==> src/rtl/tc_pkg.sv <==
package tc_pkg;

  typedef enum logic [1:0] {
    ST_IDLE  = 2'd0,
    ST_ARMED = 2'd1,
    ST_REC   = 2'd2,
    ST_DONE  = 2'd3
  } tc_state_e;

  localparam logic [1:0] CMD_START = 2'd1;
  localparam logic [1:0] CMD_STOP  = 2'd2;
  localparam logic [1:0] CMD_RESET = 2'd3;

  localparam logic [3:0] OFF_ID0      = 4'd0;
  localparam logic [3:0] OFF_ID1      = 4'd1;
  localparam logic [3:0] OFF_ID2      = 4'd2;
  localparam logic [3:0] OFF_LOOP_IN  = 4'd3;
  localparam logic [3:0] OFF_LOOP_OUT = 4'd4;
  localparam logic [3:0] OFF_LEN      = 4'd5;
  localparam logic [3:0] OFF_ARM      = 4'd6;
  localparam logic [3:0] OFF_CMD      = 4'd7;
  localparam logic [3:0] OFF_STAT     = 4'd8;
  localparam logic [3:0] OFF_CNT      = 4'd9;

  localparam logic [31:0] ID_WORD0 = 32'hDEAD_BEEF;
  localparam logic [31:0] ID_WORD1 = 32'hABAD_CAFE;
  localparam logic [31:0] ID_WORD2 = 32'hBEEF_BEEF;

endpackage

==> src/rtl/tc_regs.sv <==
module tc_regs
  import tc_pkg::*;
#(
  parameter int RA_W  = 4,
  parameter int LEN_W = 16,
  parameter int CW    = 7
) (
  input  logic             clk,
  input  logic             rst_n,
  input  logic             we,
  input  logic [RA_W-1:0]  addr,
  input  logic [31:0]      wdata,
  input  tc_state_e        state,
  input  logic [CW-1:0]    count,
  output logic [31:0]      rdata,
  output logic [LEN_W-1:0] len_q,
  output logic             arm_q,
  output logic             cmd_start,
  output logic             cmd_stop,
  output logic             cmd_reset
);

  logic [31:0] loop_q;
  logic        loop_en;
  logic        len_en;
  logic        arm_en;
  logic        cmd_hit;
  logic        st_busy;
  logic        st_armed;
  logic        st_done;

  assign loop_en = we && (addr == RA_W'(OFF_LOOP_IN));
  assign len_en  = we && (addr == RA_W'(OFF_LEN));
  assign arm_en  = we && (addr == RA_W'(OFF_ARM));
  assign cmd_hit = we && (addr == RA_W'(OFF_CMD));

  assign cmd_start = cmd_hit && (wdata[1:0] == CMD_START);
  assign cmd_stop  = cmd_hit && (wdata[1:0] == CMD_STOP);
  assign cmd_reset = cmd_hit && (wdata[1:0] == CMD_RESET);

  always_ff @(posedge clk or negedge rst_n) begin
    if (!rst_n) begin
      loop_q <= '0;
      len_q  <= '0;
      arm_q  <= 1'b0;
    end else begin
      if (loop_en) loop_q <= wdata;
      if (len_en)  len_q  <= wdata[LEN_W-1:0];
      if (arm_en)  arm_q  <= wdata[0];
    end
  end

  assign st_armed = (state == ST_ARMED);
  assign st_busy  = st_armed || (state == ST_REC);
  assign st_done  = (state == ST_DONE);

  always_comb begin
    rdata = '0;
    case (addr)
      RA_W'(OFF_ID0):      rdata = ID_WORD0;
      RA_W'(OFF_ID1):      rdata = ID_WORD1;
      RA_W'(OFF_ID2):      rdata = ID_WORD2;
      RA_W'(OFF_LOOP_OUT): rdata = loop_q;
      RA_W'(OFF_LEN):      rdata = 32'(len_q);
      RA_W'(OFF_ARM):      rdata = {31'd0, arm_q};
      RA_W'(OFF_STAT):     rdata = {29'd0, st_done, st_armed, st_busy};
      RA_W'(OFF_CNT):      rdata = 32'(count);
      default:             rdata = '0;
    endcase
  end

endmodule

==> src/rtl/tc_fsm.sv <==
module tc_fsm
  import tc_pkg::*;
(
  input  logic      clk,
  input  logic      rst_n,
  input  logic      cmd_start,
  input  logic      cmd_stop,
  input  logic      cmd_reset,
  input  logic      trig,
  input  logic      arm,
  input  logic      last,
  input  logic      len_zero,
  output tc_state_e state,
  output logic      wr_en,
  output logic      clr
);

  tc_state_e state_d;

  always_comb begin
    state_d = state;
    wr_en   = 1'b0;
    clr     = 1'b0;
    if (cmd_reset) begin
      state_d = ST_IDLE;
      clr     = 1'b1;
    end else begin
      case (state)
        ST_IDLE, ST_DONE: begin
          if (cmd_start) begin
            clr = 1'b1;
            if (arm)           state_d = ST_ARMED;
            else if (len_zero) state_d = ST_DONE;
            else               state_d = ST_REC;
          end
        end
        ST_ARMED: begin
          if (cmd_stop)  state_d = ST_DONE;
          else if (trig) state_d = len_zero ? ST_DONE : ST_REC;
        end
        ST_REC: begin
          if (cmd_stop) begin
            state_d = ST_DONE;
          end else begin
            wr_en = 1'b1;
            if (last) state_d = ST_DONE;
          end
        end
        default: state_d = ST_IDLE;
      endcase
    end
  end

  always_ff @(posedge clk or negedge rst_n) begin
    if (!rst_n) state <= ST_IDLE;
    else        state <= state_d;
  end

endmodule

==> src/rtl/tc_addr.sv <==
module tc_addr #(
  parameter int DEPTH = 64,
  parameter int AW    = 6,
  parameter int CW    = 7,
  parameter int LEN_W = 16
) (
  input  logic             clk,
  input  logic             rst_n,
  input  logic             clr,
  input  logic             inc,
  input  logic [LEN_W-1:0] len,
  output logic [CW-1:0]    count,
  output logic [CW-1:0]    eff_len,
  output logic [AW-1:0]    waddr,
  output logic             last,
  output logic             len_zero
);

  logic [CW-1:0] count_d;
  logic [CW-1:0] count_p1;

  always_comb begin
    if (len > LEN_W'(DEPTH)) eff_len = CW'(DEPTH);
    else                     eff_len = CW'(len);
  end

  assign len_zero = (eff_len == '0);
  assign count_p1 = count + 1'b1;
  assign last     = (count_p1 >= eff_len);
  assign waddr    = count[AW-1:0];

  always_comb begin
    count_d = count;
    if (clr)      count_d = '0;
    else if (inc) count_d = count_p1;
  end

  always_ff @(posedge clk or negedge rst_n) begin
    if (!rst_n) count <= '0;
    else        count <= count_d;
  end

endmodule

==> src/rtl/tc_buf.sv <==
module tc_buf #(
  parameter int DEPTH = 64,
  parameter int AW    = 6,
  parameter int NCH   = 2,
  parameter int ADC_W = 14,
  parameter int SMP_W = 16
) (
  input  logic                        clk,
  input  logic                        rst_n,
  input  logic                        we,
  input  logic [AW-1:0]               waddr,
  input  logic [NCH-1:0][ADC_W-1:0]   din,
  input  logic [AW-1:0]               raddr,
  output logic [NCH-1:0][SMP_W-1:0]   dout
);

  localparam int EXT_W = SMP_W - ADC_W;

  for (genvar ch = 0; ch < NCH; ch++) begin : g_ch
    logic [SMP_W-1:0] mem [DEPTH];
    logic [SMP_W-1:0] wval;
    logic [SMP_W-1:0] rd_q;

    assign wval = {{EXT_W{din[ch][ADC_W-1]}}, din[ch]};

    always_ff @(posedge clk) begin
      if (we) mem[waddr] <= wval;
    end

    always_ff @(posedge clk or negedge rst_n) begin
      if (!rst_n) rd_q <= '0;
      else        rd_q <= mem[raddr];
    end

    assign dout[ch] = rd_q;
  end

endmodule

==> src/rtl/trace_capture.sv <==
module trace_capture
  import tc_pkg::*;
#(
  parameter int DEPTH = 64,
  parameter int ADC_W = 14,
  parameter int SMP_W = 16,
  parameter int LEN_W = 16,
  parameter int RA_W  = 4
) (
  input  logic                     clk,
  input  logic                     rst_n,
  input  logic                     reg_we,
  input  logic [RA_W-1:0]          reg_addr,
  input  logic [31:0]              reg_wdata,
  output logic [31:0]              reg_rdata,
  input  logic [ADC_W-1:0]         adc_a,
  input  logic [ADC_W-1:0]         adc_b,
  input  logic                     trig,
  input  logic [$clog2(DEPTH)-1:0] rd_addr,
  output logic [SMP_W-1:0]         rd_a,
  output logic [SMP_W-1:0]         rd_b
);

  localparam int AW  = $clog2(DEPTH);
  localparam int CW  = AW + 1;
  localparam int NCH = 2;

  logic [1:0]                rst_pipe;
  logic                      rst_q;
  tc_state_e                 state;
  logic [CW-1:0]             count;
  logic [CW-1:0]             eff_len;
  logic [AW-1:0]             waddr;
  logic [LEN_W-1:0]          len_q;
  logic                      arm_q;
  logic                      cmd_start;
  logic                      cmd_stop;
  logic                      cmd_reset;
  logic                      last;
  logic                      len_zero;
  logic                      wr_en;
  logic                      clr;
  logic [NCH-1:0][ADC_W-1:0] din;
  logic [NCH-1:0][SMP_W-1:0] dout;

  always_ff @(posedge clk or negedge rst_n) begin
    if (!rst_n) rst_pipe <= 2'b00;
    else        rst_pipe <= {rst_pipe[0], 1'b1};
  end
  assign rst_q = rst_pipe[1];

  assign din  = {adc_b, adc_a};
  assign rd_a = dout[0];
  assign rd_b = dout[1];

  tc_regs #(.RA_W(RA_W), .LEN_W(LEN_W), .CW(CW)) u_regs (
    .clk(clk), .rst_n(rst_q), .we(reg_we), .addr(reg_addr),
    .wdata(reg_wdata), .state(state), .count(count), .rdata(reg_rdata),
    .len_q(len_q), .arm_q(arm_q), .cmd_start(cmd_start),
    .cmd_stop(cmd_stop), .cmd_reset(cmd_reset)
  );

  tc_fsm u_fsm (
    .clk(clk), .rst_n(rst_q), .cmd_start(cmd_start), .cmd_stop(cmd_stop),
    .cmd_reset(cmd_reset), .trig(trig), .arm(arm_q), .last(last),
    .len_zero(len_zero), .state(state), .wr_en(wr_en), .clr(clr)
  );

  tc_addr #(.DEPTH(DEPTH), .AW(AW), .CW(CW), .LEN_W(LEN_W)) u_addr (
    .clk(clk), .rst_n(rst_q), .clr(clr), .inc(wr_en), .len(len_q),
    .count(count), .eff_len(eff_len), .waddr(waddr), .last(last),
    .len_zero(len_zero)
  );

  tc_buf #(.DEPTH(DEPTH), .AW(AW), .NCH(NCH), .ADC_W(ADC_W), .SMP_W(SMP_W)) u_buf (
    .clk(clk), .rst_n(rst_q), .we(wr_en), .waddr(waddr), .din(din),
    .raddr(rd_addr), .dout(dout)
  );

endmodule

==> config.mk <==
export PLATFORM = sky130hd
export DESIGN_NAME = trace_capture
export DESIGN_NICKNAME = d
export VERILOG_FILES = /design/src/rtl/tc_pkg.sv /design/src/rtl/tc_regs.sv /design/src/rtl/tc_fsm.sv /design/src/rtl/tc_addr.sv /design/src/rtl/tc_buf.sv /design/src/rtl/trace_capture.sv
export SDC_FILE = /design/constraint.sdc
export NUM_CORES = 2
export LEC_CHECK = 0
export BUFFER_PORTS_ARGS = -buffer_cell sky130_fd_sc_hd__buf_2
export CAP_MARGIN = 0
export CORE_ASPECT_RATIO = 2
export CORE_UTILIZATION = 35
export CTS_BUF_LIST = sky130_fd_sc_hd__clkbuf_2
export CTS_CLUSTER_DIAMETER = 150
export CTS_CLUSTER_SIZE = 30
export DETAILED_ROUTE_END_ITERATION = 7
export PLACE_DENSITY_LB_ADDON = 0.05
export SLEW_MARGIN = 10
export SYNTH_ARGS = -nofsm -noshare
export SYNTH_HDL_FRONTEND = slang
export SYNTH_HIERARCHICAL = 1
export SYNTH_SLANG_ARGS = --single-unit
==> constraint.sdc <==
create_clock -name clk -period 2.9 [get_ports clk]
set_input_delay 0.87 -clock clk [delete_from_list [all_inputs] [get_ports clk]]
set_output_delay 0.87 -clock clk [all_outputs]
set_load 0.1 [all_outputs]
# == Word level (Yosys, flattened, before mapping) ==
# Memory sizes are Yosys's and may differ from the RTL's. A register that Yosys moved wholly into a read port is not among the register bits.
# Cells that the tools add are included.
# op_classes
addsub,1
n_shift,0
multipliers,0
eq_ne,18
reduce_logical,16
magnitude_cmp,2
div_mod_pow,0
n_mux,21
bitwise_logic,0
# ops
cell,count
32-bit case mux with 8 select lines,1
7-bit 2-to-1 mux,3
"4-bit by 3-bit == test with 1-bit output, second input constant",4
"16-bit by 7-bit > comparator with 1-bit output, second input constant",1
2-bit 2-to-1 mux,7
1-bit 2-to-1 mux,9
"2-bit == test, second input constant",4
"4-bit by 2-bit == test with 1-bit output, second input constant",2
"4-bit == test, second input constant",2
"4-bit != test, second input constant",2
"7-bit by 1-bit adder with 7-bit output, second input constant",1
7-bit >= comparator,1
1-bit logical AND,7
7-bit zero test,1
2-bit case mux with 3 select lines,1
"2-bit by 1-bit == test with 1-bit output, second input constant",2
"4-bit by 1-bit == test with 1-bit output, second input constant",1
4-bit zero test,1
"3-bit != test, second input constant",1
3-bit AND reduction,1
1-bit zero test,2
2-bit zero test,1
2-bit nonzero test,1
2-bit OR reduction,1
1-bit logical OR,1
# word_totals
word_cells,66
latch_bits,0
inputBits,74
rom_bits,0
ramBits,2048
ff_bits,60
out_inout_bits,64
n_memories,2
# mem_list
memory,words,word_bits,read_ports,rd_clocked_by_memory_dff,wr,line_no,rtl
u_buf.g_ch[0].mem,64,16,1,1,1,tc_buf.sv:20,logic [SMP_W-1:0] mem [DEPTH];
u_buf.g_ch[1].mem,64,16,1,1,1,tc_buf.sv:20,

# == Depth between registers and ports, before layout ==
# logic_depth
depth_word,8
mapped_depth,11
mapped_depth_nobuf,11

# == Modules after synthesis ==
# The synthesis kept the hierarchy.
# modules_own_cells
mod,cells_each,instances,area_per_inst_um2
tc_buf,3097,1,69238.9
tc_regs,281,1,2815.2
tc_addr,89,1,733.2
tc_fsm,19,1,190.2
trace_capture,3,1,53.8

# == Worst setup path after synthesis ==
# No wires, ideal clock.
# synth_path
path_type,input to output
startpoint,input port reg_addr[1]
endpoint,output port reg_rdata[14]
stages,4
arrival_ns,4.296
path_slack_ns,-2.266
required_ns,2.030
path_cell_list,buf_2 -> buf_2 -> clkbuf_1 -> nor4_1
# synth_between
elab_chain_len,2
# synth_lines
element,line_no,rtl
from (decl),trace_capture.sv:13,"input logic [RA_W-1:0] reg_addr,"
4-bit == test (tied with other cells),tc_regs.sv:59,case (addr)
32-bit case mux with 8 select lines (*),tc_regs.sv:59,
to (decl),trace_capture.sv:15,"output logic [31:0] reg_rdata,"
# Mark *: on every way between the ends. The rest lies on a longest branch, timed or not.

# == Final worst setup path ==
# layout_path
startpoint,register u_fsm.state[0]
endpoint,output port reg_rdata[0]
# layout_between
elab_chain_len,3
# layout_lines
element,line_no,rtl
from (decl),tc_fsm.sv:13,"output tc_state_e state,"
from (signal assigned),tc_fsm.sv:56,else state <= state_d;
2-bit by 1-bit == test with 1-bit output / 2-bit == test (equally long branches),"tc_regs.sv:53, tc_regs.sv:54",
1-bit logical OR (*),tc_regs.sv:54,assign st_busy = st_armed || (state == ST_REC);
32-bit case mux with 8 select lines (*),tc_regs.sv:59,
# Marked as above.

==> results.py <==
metrics = {
    "critical_path": {
        "startpoint_type": "flop",
        "critical-path-top-delay-family": "flip-flops",
        "crit_arrival_ps": 3210,
        "cpPeakStageDelay_ps": 510,
        "reg2regPathDepth": 12,
        "r2r_slack_ps": 50,
        "worstPathRequired_ps": 2030,
        "r2r_end": "u_fsm/state[1]",
        "crit_type": "reg -> out",
        "endpoint_kind": "output port",
        "crit_buf_inv": 1,
        "crit_path_cell_trace": "ha_1, nor3b_2, a21oi_1, nor3_1, or3_4, buf_12",
        "r2r-start": "u_regs/len_q[10]",
        "crit_slowest_cell": "dfrtp_1",
        "crit_path_max_fanout": 2,
    },
    "logic_synthesis": {
        "synth_nets": 3569,
        "syn_area_um2": 73000,
        "syn_area_per_cell_um2": 21.0,
        "synth_warnings": 6,
        "synthCells": 3483,
    },
    "global_route": {
        "grt_overflow": 0,
        "grt_first_pass_wirelength_um": 304000,
        "grt_pass1_vias": 39600,
        "grt_use_total_pct": 20.5,
        "antenna_found_initial": 15,
        "grt_start_max_net_pins": 65,
    },
    "cells_and_area": {
        "final_core_util_pct": 41.5,
        "syn_to_final_growth_pct": 17.8,
        "fill_cells": 18100,
        "drive_above_1_share_pct": 33.2,
        "stdcell_count": 6929,
        "layout.nets": 4221,
    },
    "job": {
        "maxCapViolCount": 0,
    },
    "detailed_routing": {
        "ant_nets": 0,
        "first_iter_violations": 2384,
        "post_drt_wl_per_cell_um": 31.1,
        "avgViaCountPerCell": 5.25,
        "wl_um": 215000,
        "drc": 0,
        "dr.pass1.iters": 7,
        "vias": 36400,
    },
    "floorplan": {
        "start_util_pct": 35.3,
        "pin_count": 138,
        "rows": 236,
        "die_w_um": 325,
        "core_um2": 207000,
        "die_area_um2": 210000,
        "fp.dieH_um": 648,
    },
    "status": {
        "violations": "setup timing",
        "status": "complete, but fails checks",
    },
    "placed_design": {
        "hpwl_um": 151000,
        "gp_congestion": 0.804,
        "dp_cells": 6641,
        "port_buffers": 137,
    },
    "sta": {
        "slew_headroom_pct": 22.1,
        "setup_slack_ps": -1180,
        "slew_violations": 0,
        "rsz0062_at_grt": "true",
        "finalCritPeriodShare_pct": 141,
        "hold_viol": 0,
        "fin_skew_ps": 136,
        "timing.fmax_mhz": 245,
        "final.min_clock_period_ps": 4080,
        "worst_pin_slew_ps": 1170,
        "setup_viol": 65,
        "hold_slack_ps": 257,
    },
    "pwr": {
        "p_sw_share_pct": 26.8,
        "power.density_nw_per_um2": 554,
        "report.power.total_mw": 47.7,
        "p_int_mw": 34.9,
        "seqPwrFrac_pct": 65.7,
        "ir_drop_v": 0.000284,
        "power.leakage_nw": 27.8,
        "p_comb_share_pct": 16.4,
        "clkPwrFrac_pct": 17.8,
        "switchingPower_mw": 12.8,
    },
    "clocking": {
        "clockBufferDepth": 3,
        "cts_sinks": 1880,
        "cts_buffers": 72,
        "cts_tree": "done",
        "htree_levels": 3,
        "root_buffer": "clkbuf_2",
        "insertion_delay_ps": 1650,
        "clk_pin_slew_ps": 550,
    },
    "min_path": {
        "holdPathStages": 2,
        "worst_hold_startpoint": "adc_a[8]",
        "hold-path-endpoint": "u_buf/g_ch[0].mem[29][8]",
        "hp-class": "in -> reg",
    },
}
## flip-flops by register name, indices dropped and copies added, names as in the netlist
name / count
u_buf/g_ch.mem: 1792
u_regs/loop_q: 32
u_buf/g_ch.rd_q: 28
u_regs/len_q: 16
u_addr/count: 7
rst_pipe: 2
u_fsm/state: 2
u_regs/arm_q: 1
## layout make-up
type | count | area (µm²) | share of cell area [%]
diodes | 25 | 62.6 | 0.0728
clock buffers | 102 | 510 | 0.594
clock inverters | 4 | 22.5 | 0.0262
inverters | 9 | 33.8 | 0.0393
multi-input cells | 1378 | 16700 | 19.4
flip-flops and latches | 1880 | 56000 | 65.2
well taps | 2737 | 3420 | 3.98
repair buffers | 794 | 9200 | 10.7
## repair_timing
| action | CTS | global route |
|---|---|---|
| gates cloned | 0 | 0 |
| hold endpoints to repair | 1816 | 0 |
| resized for setup | 176 | 24 |
| pin swaps | 41 | 36 |
| setup endpoints to repair | 65 | 67 |
| setup buffers | 24 | 3 |
| hold buffers | 133 | 0 |
## per-layer routing
metal  track usage (%)  routed length (µm)  vias up
met5                 0                  26        -
met4              4.69                5510        4
met3              1.74                5260      167
met2              42.1              127000      592
met1              22.3               77600    20000
li1                  -                   -    15700
## through the flow
step,worst slack [ps],cell area [µm²],setup TNS (ps)
3_5_place_dp,-744,83100,-496930
4_1_cts,-1500,85800,-53030
6_report,-1180,86000,-34720
3_3_place_gp,-724,83100,-676990
5_1_grt,-1460,86000,-51430
2_1_floorplan,-695,73700,-882280
## worst register-to-register path, stage by stage, from the launching register on
cell	delay [ps]
dfrtp_1	510
buf_4	140
buf_4	130
nor4_4	120
buf_4	180
nand3_4	110
or3b_1	430
ha_4	290
a31oi_4	80
o21ai_2	150
inv_1	70
a211oi_2	250
mux2_1	340
## cell usage in the layout (no fill, tap or decap), types with 13 or more instances in the layout
cell type,n
a22oi_1,88
a21oi_1,27
mux4_2,365
dfrtp_2,18
o22ai_1,51
buf_12,242
nand2_1,20
clkbuf_2,102
nand2b_1,20
o22a_1,22
nor2_4,66
nor2_1,47
o31ai_1,22
nor2_2,20
buf_4,340
mux2_2,61
diode_2,25
edfxtp_1,1792
a31oi_1,45
mux2i_1,252
buf_2,69
dfrtp_1,69
nand3_1,16
dlygate4sd3_1,133
a21oi_2,13
o21ai_0,67
and3_1,24
## power groups by stage
stage               Clock, mW  Sequential (mW)  Combinational (mW)
floorplan                   0             32.1                3.45
global placement            0             31.8                7.09
detailed placement          0             31.9                7.19
CTS                      9.01             31.4                7.83
global route             9.68             31.4                8.26
finish                   8.51             31.3                7.82
## how the worst max path moves through the flow
stage,cells past startpoint,startpoint,to,slack (ps)
floorplan,7,reg_addr[2],u_buf/g_ch[0].mem[15][0],-690
global placement,9,rd_addr[0],u_buf/g_ch[1].rd_q[10],-720
detailed placement,9,rd_addr[0],u_buf/g_ch[1].rd_q[10],-740
CTS,7,u_fsm/state[1],reg_rdata[0],-1500
global route,6,u_fsm/state[0],reg_rdata[0],-1460
finish,6,u_fsm/state[0],reg_rdata[0],-1180
Power figures use the tool's default switching activity.
